File: config.mk
export PLATFORM = sky130hd
export DESIGN_NAME = bbm_scanner
export DESIGN_NICKNAME = d
export VERILOG_FILES = /design/src/rtl/bbm_pkg.sv /design/src/rtl/bbm_page_gen.sv /design/src/rtl/bbm_byte_judge.sv /design/src/rtl/bbm_ctrl.sv /design/src/rtl/bbm_scanner.sv
export SDC_FILE = /design/constraint.sdc
export NUM_CORES = 1
export LEC_CHECK = 0
export ABC_AREA = 1
export BUFFER_PORTS_ARGS = -buffer_cell sky130_fd_sc_hd__buf_4
export CAP_MARGIN = 20
export CORE_UTILIZATION = 55
export DETAILED_ROUTE_END_ITERATION = 12
export PLACE_DENSITY = 0.75
export SKIP_CTS_REPAIR_TIMING = 1
export SLEW_MARGIN = 15
export SYNTH_ARGS = -nofsm -noshare
export SYNTH_HDL_FRONTEND = slang
export SYNTH_HIERARCHICAL = 1
export SYNTH_SLANG_ARGS = --single-unit
File: constraint.sdc
create_clock -name clk -period 2.8 [get_ports clk]
set_input_delay 0.14 -clock clk [delete_from_list [all_inputs] [get_ports clk]]
set_output_delay 0.14 -clock clk [all_outputs]
set_load 0.02 [all_outputs]
File: src/rtl/bbm_pkg.sv
package bbm_pkg;
  typedef enum logic [1:0] {
    ST_IDLE  = 2'd0,
    ST_ISSUE = 2'd1,
    ST_RECV  = 2'd2
  } bbm_state_e;

  localparam logic MODE_FULL   = 1'b0;
  localparam logic MODE_LEGACY = 1'b1;
endpackage

File: src/rtl/bbm_page_gen.sv
module bbm_page_gen #(
  parameter int BLK_W  = 10,
  parameter int PPB_W  = 9,
  parameter int PAGE_W = BLK_W + PPB_W
) (
  input  logic              clk,
  input  logic              rst_n,
  input  logic              load,
  input  logic [BLK_W-1:0]  blk,
  input  logic [PPB_W-1:0]  ppb,
  input  logic              legacy,
  input  logic              sel_second,
  output logic [PAGE_W-1:0] page
);
  logic [PAGE_W-1:0] base_q;
  logic [PAGE_W-1:0] step_q;

  always_ff @(posedge clk or negedge rst_n) begin
    if (!rst_n) begin
      base_q <= '0;
      step_q <= '0;
    end else if (load) begin
      base_q <= PAGE_W'(blk) * PAGE_W'(ppb);
      step_q <= legacy ? PAGE_W'(1) : (PAGE_W'(ppb) - PAGE_W'(1));
    end
  end

  assign page = sel_second ? (base_q + step_q) : base_q;
endmodule

File: src/rtl/bbm_byte_judge.sv
module bbm_byte_judge #(
  parameter int SPR_W = 8
) (
  input  logic             clk,
  input  logic             rst_n,
  input  logic             load,
  input  logic [SPR_W-1:0] size_in,
  input  logic             legacy_in,
  input  logic             page_start,
  input  logic             beat,
  input  logic [7:0]       data,
  output logic             last_beat,
  output logic             marker
);
  logic [SPR_W-1:0] size_q;
  logic [SPR_W-1:0] cnt_q;
  logic             legacy_q;
  logic             mark_q;
  logic             examine;
  logic             hit;

  always_ff @(posedge clk or negedge rst_n) begin
    if (!rst_n) begin
      size_q   <= '0;
      legacy_q <= 1'b0;
    end else if (load) begin
      size_q   <= size_in;
      legacy_q <= legacy_in;
    end
  end

  assign examine   = !legacy_q || (cnt_q == '0);
  assign hit       = examine && (data == 8'h00);
  assign last_beat = (cnt_q == size_q - SPR_W'(1));
  assign marker    = mark_q || hit;

  always_ff @(posedge clk or negedge rst_n) begin
    if (!rst_n) begin
      cnt_q  <= '0;
      mark_q <= 1'b0;
    end else if (page_start) begin
      cnt_q  <= '0;
      mark_q <= 1'b0;
    end else if (beat) begin
      cnt_q  <= cnt_q + SPR_W'(1);
      mark_q <= mark_q || hit;
    end
  end
endmodule

File: src/rtl/bbm_ctrl.sv
module bbm_ctrl
  import bbm_pkg::*;
(
  input  logic clk,
  input  logic rst_n,
  input  logic req_valid,
  input  logic rd_ready,
  input  logic sb_valid,
  input  logic sb_fail,
  input  logic last_beat,
  input  logic marker,
  output logic req_ready,
  output logic rd_valid,
  output logic sb_ready,
  output logic load,
  output logic page_start,
  output logic beat,
  output logic sel_second,
  output logic done,
  output logic bad,
  output logic err
);
  bbm_state_e state_q;
  logic       idx_q;
  logic       done_q;
  logic       bad_q;
  logic       err_q;

  assign req_ready  = (state_q == ST_IDLE);
  assign rd_valid   = (state_q == ST_ISSUE);
  assign sb_ready   = (state_q == ST_RECV);
  assign load       = req_ready && req_valid;
  assign page_start = rd_valid && rd_ready;
  assign beat       = sb_ready && sb_valid && !sb_fail;
  assign sel_second = idx_q;
  assign done       = done_q;
  assign bad        = bad_q;
  assign err        = err_q;

  always_ff @(posedge clk or negedge rst_n) begin
    if (!rst_n) begin
      state_q <= ST_IDLE;
      idx_q   <= 1'b0;
      done_q  <= 1'b0;
      bad_q   <= 1'b0;
      err_q   <= 1'b0;
    end else begin
      done_q <= 1'b0;
      unique case (state_q)
        ST_IDLE: begin
          if (req_valid) begin
            state_q <= ST_ISSUE;
            idx_q   <= 1'b0;
          end
        end
        ST_ISSUE: begin
          if (rd_ready) state_q <= ST_RECV;
        end
        ST_RECV: begin
          if (sb_valid) begin
            if (sb_fail) begin
              state_q <= ST_IDLE;
              done_q  <= 1'b1;
              bad_q   <= 1'b0;
              err_q   <= 1'b1;
            end else if (last_beat) begin
              if (marker || idx_q) begin
                state_q <= ST_IDLE;
                done_q  <= 1'b1;
                bad_q   <= marker;
                err_q   <= 1'b0;
              end else begin
                idx_q   <= 1'b1;
                state_q <= ST_ISSUE;
              end
            end
          end
        end
        default: state_q <= ST_IDLE;
      endcase
    end
  end
endmodule

File: src/rtl/bbm_scanner.sv
module bbm_scanner #(
  parameter int BLK_W  = 10,
  parameter int PPB_W  = 9,
  parameter int SPR_W  = 8,
  localparam int PAGE_W = BLK_W + PPB_W
) (
  input  logic              clk,
  input  logic              rst_n,
  input  logic              req_valid,
  output logic              req_ready,
  input  logic [BLK_W-1:0]  req_block,
  input  logic [PPB_W-1:0]  req_ppb,
  input  logic              req_mode,
  input  logic [SPR_W-1:0]  spare_size,
  output logic              rd_valid,
  input  logic              rd_ready,
  output logic [PAGE_W-1:0] rd_page,
  input  logic              sb_valid,
  output logic              sb_ready,
  input  logic [7:0]        sb_data,
  input  logic              sb_fail,
  output logic              done,
  output logic              bad,
  output logic              err
);
  logic load;
  logic page_start;
  logic beat;
  logic sel_second;
  logic last_beat;
  logic marker;

  bbm_ctrl u_ctrl (
    .clk        (clk),
    .rst_n      (rst_n),
    .req_valid  (req_valid),
    .rd_ready   (rd_ready),
    .sb_valid   (sb_valid),
    .sb_fail    (sb_fail),
    .last_beat  (last_beat),
    .marker     (marker),
    .req_ready  (req_ready),
    .rd_valid   (rd_valid),
    .sb_ready   (sb_ready),
    .load       (load),
    .page_start (page_start),
    .beat       (beat),
    .sel_second (sel_second),
    .done       (done),
    .bad        (bad),
    .err        (err)
  );

  bbm_page_gen #(
    .BLK_W  (BLK_W),
    .PPB_W  (PPB_W),
    .PAGE_W (PAGE_W)
  ) u_page (
    .clk        (clk),
    .rst_n      (rst_n),
    .load       (load),
    .blk        (req_block),
    .ppb        (req_ppb),
    .legacy     (req_mode),
    .sel_second (sel_second),
    .page       (rd_page)
  );

  bbm_byte_judge #(
    .SPR_W (SPR_W)
  ) u_judge (
    .clk        (clk),
    .rst_n      (rst_n),
    .load       (load),
    .size_in    (spare_size),
    .legacy_in  (req_mode),
    .page_start (page_start),
    .beat       (beat),
    .data       (sb_data),
    .last_beat  (last_beat),
    .marker     (marker)
  );
endmodule

==> flow_summary.toml <==
[critical_path]
reg2reg_depth = 10
critPathMaxFanout = 8
worst_r2r_startpoint = "u_ctrl/state_q[1]"
timing.reg2reg.setup_slack_ps = 790
critPathArrivalTime_ps = 3540
endpoint_of_the_lowest_slack_register_to_register_path = "u_page/step_q[8]"
cp-endpoint = "u_page/base_q[15]"
worstSetupStartpointType = "input pin"
timing.critical_path.from = "req_block[5]"
critical_path.endpoint_type = "flip-flop"
timing.critical_path.required_ps = 2970
path_class = "input pin to flip-flop"

[hold_path]
min-delay-path-class = "input pin to flip-flop"
min_path_cells = 3

[global_routing]
antenna_found_initial = 0
first_pass_grt_wire_length_mm = 27.1
grt_max_degree = 54
gr-total-overflow = 0
global_route.usage.total_pct = 26.0
vias_in_the_first_global_route = 6135

[place]
quantity_of_i_o_buffers_inserted_on_ports = 66
dp_hpwl_mm = 13.0
postPlaceCellArea_sq_um = 8070
preCtsSetupSlack_ps = -832
dp.cells = 1272
routabilityCongestion = 0.846

[timing]
report.final.slew_viol_count = 0
rsz_0062_raised_after_global_routing = "yes"
setup_viol = 14
finalWorstPathRequiredPeriod_ps = 3360
final-hold-violation-count = 0
max_slew.worst_pin.slew_ps = 707
fmaxAchievable_ghz = 0.297
final_critical_path_setup_slack_ps = -564
worst_slew_margin_rel_pct = 52.8
clock_skew_ps = 6.05
fin_crit_sh_pct = 120

[yosys]
synth_top_area_share_pct = 19.2
synth.avg_cell_area_sq_um = 6.82
synth.yosys.warnings = 6
async_flop_share_pct = 100
synth_area_leaders = "sky130_fd_sc_hd__dfrtp_1 19%, sky130_fd_sc_hd__nand2_1 18%, sky130_fd_sc_hd__fa_1 17%, sky130_fd_sc_hd__inv_1 12%, sky130_fd_sc_hd__ha_1 11%"
synth_area_sq_um = 6890
synthCells = 1010
edff_count_synth = 0
synth_seq_cells = 53
syn_nets = 1171
main_synth_ff_type = "sky130_fd_sc_hd__dfrtp_1"
synth.largest_area_cell = "sky130_fd_sc_hd__dfrtp_1"
synth_seq_area_share_pct = 19.2
yosys.cell_types.count = 33

[floorplanning]
rows = 40
floorplan.die.height_um = 114
die_ar_sq_um = 13000
ios = 67
dieWidth_um = 114
floorplan.core_area_sq_um = 12100
initial_core_util_pct = 56.9

[status]
outcome = "finished with violations"
violations = "negative setup slack"

[clock_network]
tritoncts.num_buffers = 5
path_clk_slew_ps = 60
root_buffer = "sky130_fd_sc_hd__clkbuf_16"
clk_sink_count = 53
tritoncts_clock_tree = "yes"
cts_max_level = 2
worstSkewPairLatency_ps = 290
clock_path_buffers = 2

[drt]
drc = 0
viasPerCell = 5.02
dr_total_vias = 6446
ant_nets = 0
first_iter_violations = 368
routedWlPerCell_um = 13.0
detailedRoute.firstPassIterationCount = 5
detail_route.wirelength_mm = 16.6

[pwr]
ir_worst_vdd_v = 0.000634
pwr_density_cell_nw_per_um2 = 912
total_power_mw = 7.90
power.leakage_nw = 4.97

[final_layout]
finalNonFillerCells = 1283
multiInputGateArea_sq_um = 5080
antenna-diode-count = 0
ff_latch_area_sq_um = 1330
fillers = 1023
fraction_of_layout_cells_with_a_size_suffix_above_1_pct = 20.9
area.growth.synth_to_final_pct = 25.7
finish.net_count = 1275
stdcell_area_sq_um = 8670

[run]
maxCapViolations = 0
==> kinds of logic (layout without fill, tap and decap cells) <==
group	Yosys count	in the layout	share of synthesized area, %
and+or+nand+nor	475	475	28.8
buffers and inverters	243	348	13.3
adders and majority gates	119	119	27.9
AOI/OAI and AO/OA	95	95	7.42
DFF	53	53	19.2
xor gates and xnor gates	22	22	2.80
muxes	3	3	0.490
==> worst min path at each step <==
| stage | from | end | slack, ps |
|---|---|---|---|
| global placement | rst_n | u_page/step_q[0] | 210 |
| CTS | rst_n | u_page/step_q[0] | -90 |
| finish | spare_size[2] | u_judge/size_q[2] | 60 |
| detailed placement | rst_n | u_page/step_q[0] | 220 |
| floorplan | rst_n | u_ctrl/bad | -160 |
| global route | spare_size[5] | u_judge/size_q[5] | 50 |
==> critical path, stage by stage <==
cell and delay (ps):
sky130_fd_sc_hd__buf_12 120, sky130_fd_sc_hd__nand2_4 60, sky130_fd_sc_hd__inv_2 40, sky130_fd_sc_hd__fa_1 500, sky130_fd_sc_hd__fa_1 520, sky130_fd_sc_hd__fa_1 530, sky130_fd_sc_hd__inv_1 50, sky130_fd_sc_hd__fa_1 510
sky130_fd_sc_hd__inv_2 50, sky130_fd_sc_hd__ha_4 300, sky130_fd_sc_hd__nand2_2 100, sky130_fd_sc_hd__o21a_1 200, sky130_fd_sc_hd__nand2_2 90, sky130_fd_sc_hd__nand2_1 70, sky130_fd_sc_hd__nand2_1 80, sky130_fd_sc_hd__nand2_1 60
sky130_fd_sc_hd__nand3_1 70, sky130_fd_sc_hd__nand2_1 60
==> cell usage in the layout (no fill, tap or decap), types with 4 or more instances in the layout <==
cell type,synthesis,layout
sky130_fd_sc_hd__inv_2,0,11
sky130_fd_sc_hd__nand3_2,5,9
sky130_fd_sc_hd__fa_2,0,4
sky130_fd_sc_hd__ha_1,61,49
sky130_fd_sc_hd__o21ai_1,6,11
sky130_fd_sc_hd__a21oi_2,0,5
sky130_fd_sc_hd__dfrtp_1,53,53
sky130_fd_sc_hd__xor2_1,7,7
sky130_fd_sc_hd__a21oi_4,0,4
sky130_fd_sc_hd__buf_6,0,8
sky130_fd_sc_hd__o22ai_1,4,4
sky130_fd_sc_hd__buf_12,0,6
sky130_fd_sc_hd__o21ai_0,41,33
sky130_fd_sc_hd__nand2_4,0,9
sky130_fd_sc_hd__buf_4,0,103
sky130_fd_sc_hd__nand3_1,65,60
sky130_fd_sc_hd__nand2_2,2,23
sky130_fd_sc_hd__ha_4,0,11
sky130_fd_sc_hd__clkbuf_16,0,5
sky130_fd_sc_hd__nor2_1,50,46
sky130_fd_sc_hd__inv_1,215,203
sky130_fd_sc_hd__nand3b_1,7,7
sky130_fd_sc_hd__nand4_1,4,4
sky130_fd_sc_hd__fa_1,58,54
sky130_fd_sc_hd__nor3_1,7,6
sky130_fd_sc_hd__buf_8,0,7
sky130_fd_sc_hd__nor2_2,3,7
sky130_fd_sc_hd__xnor2_1,15,11
sky130_fd_sc_hd__a21oi_1,36,27
sky130_fd_sc_hd__nand2_1,326,296
==> state kept, by name, indices dropped and copies added, names as in the netlist <==
signal / count
u_ctrl/bad: 1
u_ctrl/done: 1
u_ctrl/err: 1
u_ctrl/sel_second: 1
u_ctrl/state_q: 2
u_judge/cnt_q: 8
u_judge/legacy_q: 1
u_judge/mark_q: 1
u_judge/size_q: 8
u_page/base_q: 19
u_page/step_q: 10
==> power by group <==
part | leakage, nW | switching, mW | internal, mW | total [mW]
combinational | 4.22 | 3.33 | 2.67 | 6.00
sequential | 0.677 | 0.250 | 1.07 | 1.32
clock | 0.0641 | 0.255 | 0.332 | 0.588
==> Yosys cell counts (2+ instances only) <==
master                     instances
sky130_fd_sc_hd__xnor2_1          15
sky130_fd_sc_hd__o21ai_1           6
sky130_fd_sc_hd__mux2_2            3
sky130_fd_sc_hd__nor2_4            2
sky130_fd_sc_hd__dfrtp_1          53
sky130_fd_sc_hd__o22ai_1           4
sky130_fd_sc_hd__nor2_1           50
sky130_fd_sc_hd__nor2_2            3
sky130_fd_sc_hd__buf_2             5
sky130_fd_sc_hd__fa_1             58
sky130_fd_sc_hd__ha_1             61
sky130_fd_sc_hd__nand4_1           4
sky130_fd_sc_hd__inv_1           215
sky130_fd_sc_hd__xor2_1            7
sky130_fd_sc_hd__o21a_1            3
sky130_fd_sc_hd__a21oi_1          36
sky130_fd_sc_hd__o21ai_0          41
sky130_fd_sc_hd__nand3b_1          7
sky130_fd_sc_hd__nand3_1          65
sky130_fd_sc_hd__clkbuf_1         23
sky130_fd_sc_hd__nor3_1            7
sky130_fd_sc_hd__nand2_1         326
sky130_fd_sc_hd__nand3_2           5
sky130_fd_sc_hd__nand2_2           2
==> stage by stage <==
| step | setup TNS (ps) | util [%] | hold WS (ps) |
|---|---|---|---|
| 3_3_place_gp | -9460 | 66.7 | 214 |
| 6_report | -5220 | 71.6 | 55.4 |
| 3_5_place_dp | -10210 | 66.7 | 219 |
| 5_1_grt | -7130 | 71.6 | 50.0 |
| 4_1_cts | -6060 | 67.8 | -90.7 |
| 2_1_floorplan | -6300 | - | -156 |
==> routing by layer <==
metal / wire length, um / global-route usage (%) / up-vias
met5: 0 / 0 / -
met4: 168 / 3.64 / 0
met3: 568 / 3.88 / 15
met2: 8730 / 48.5 / 134
met1: 7170 / 32.3 / 3021
li1: - / - / 3276
==> final cells by class <==
cell class                 instances  area share (%)
clock inverter                     1          0.0866
timing repair buffer             125            12.7
tap                              168            2.43
sequential                        53            15.3
multi-input combinational        714            58.6
clock buffer                       7            1.53
inverter                         215            9.34
No activity file was read; power rests on OpenSTA's default activity.
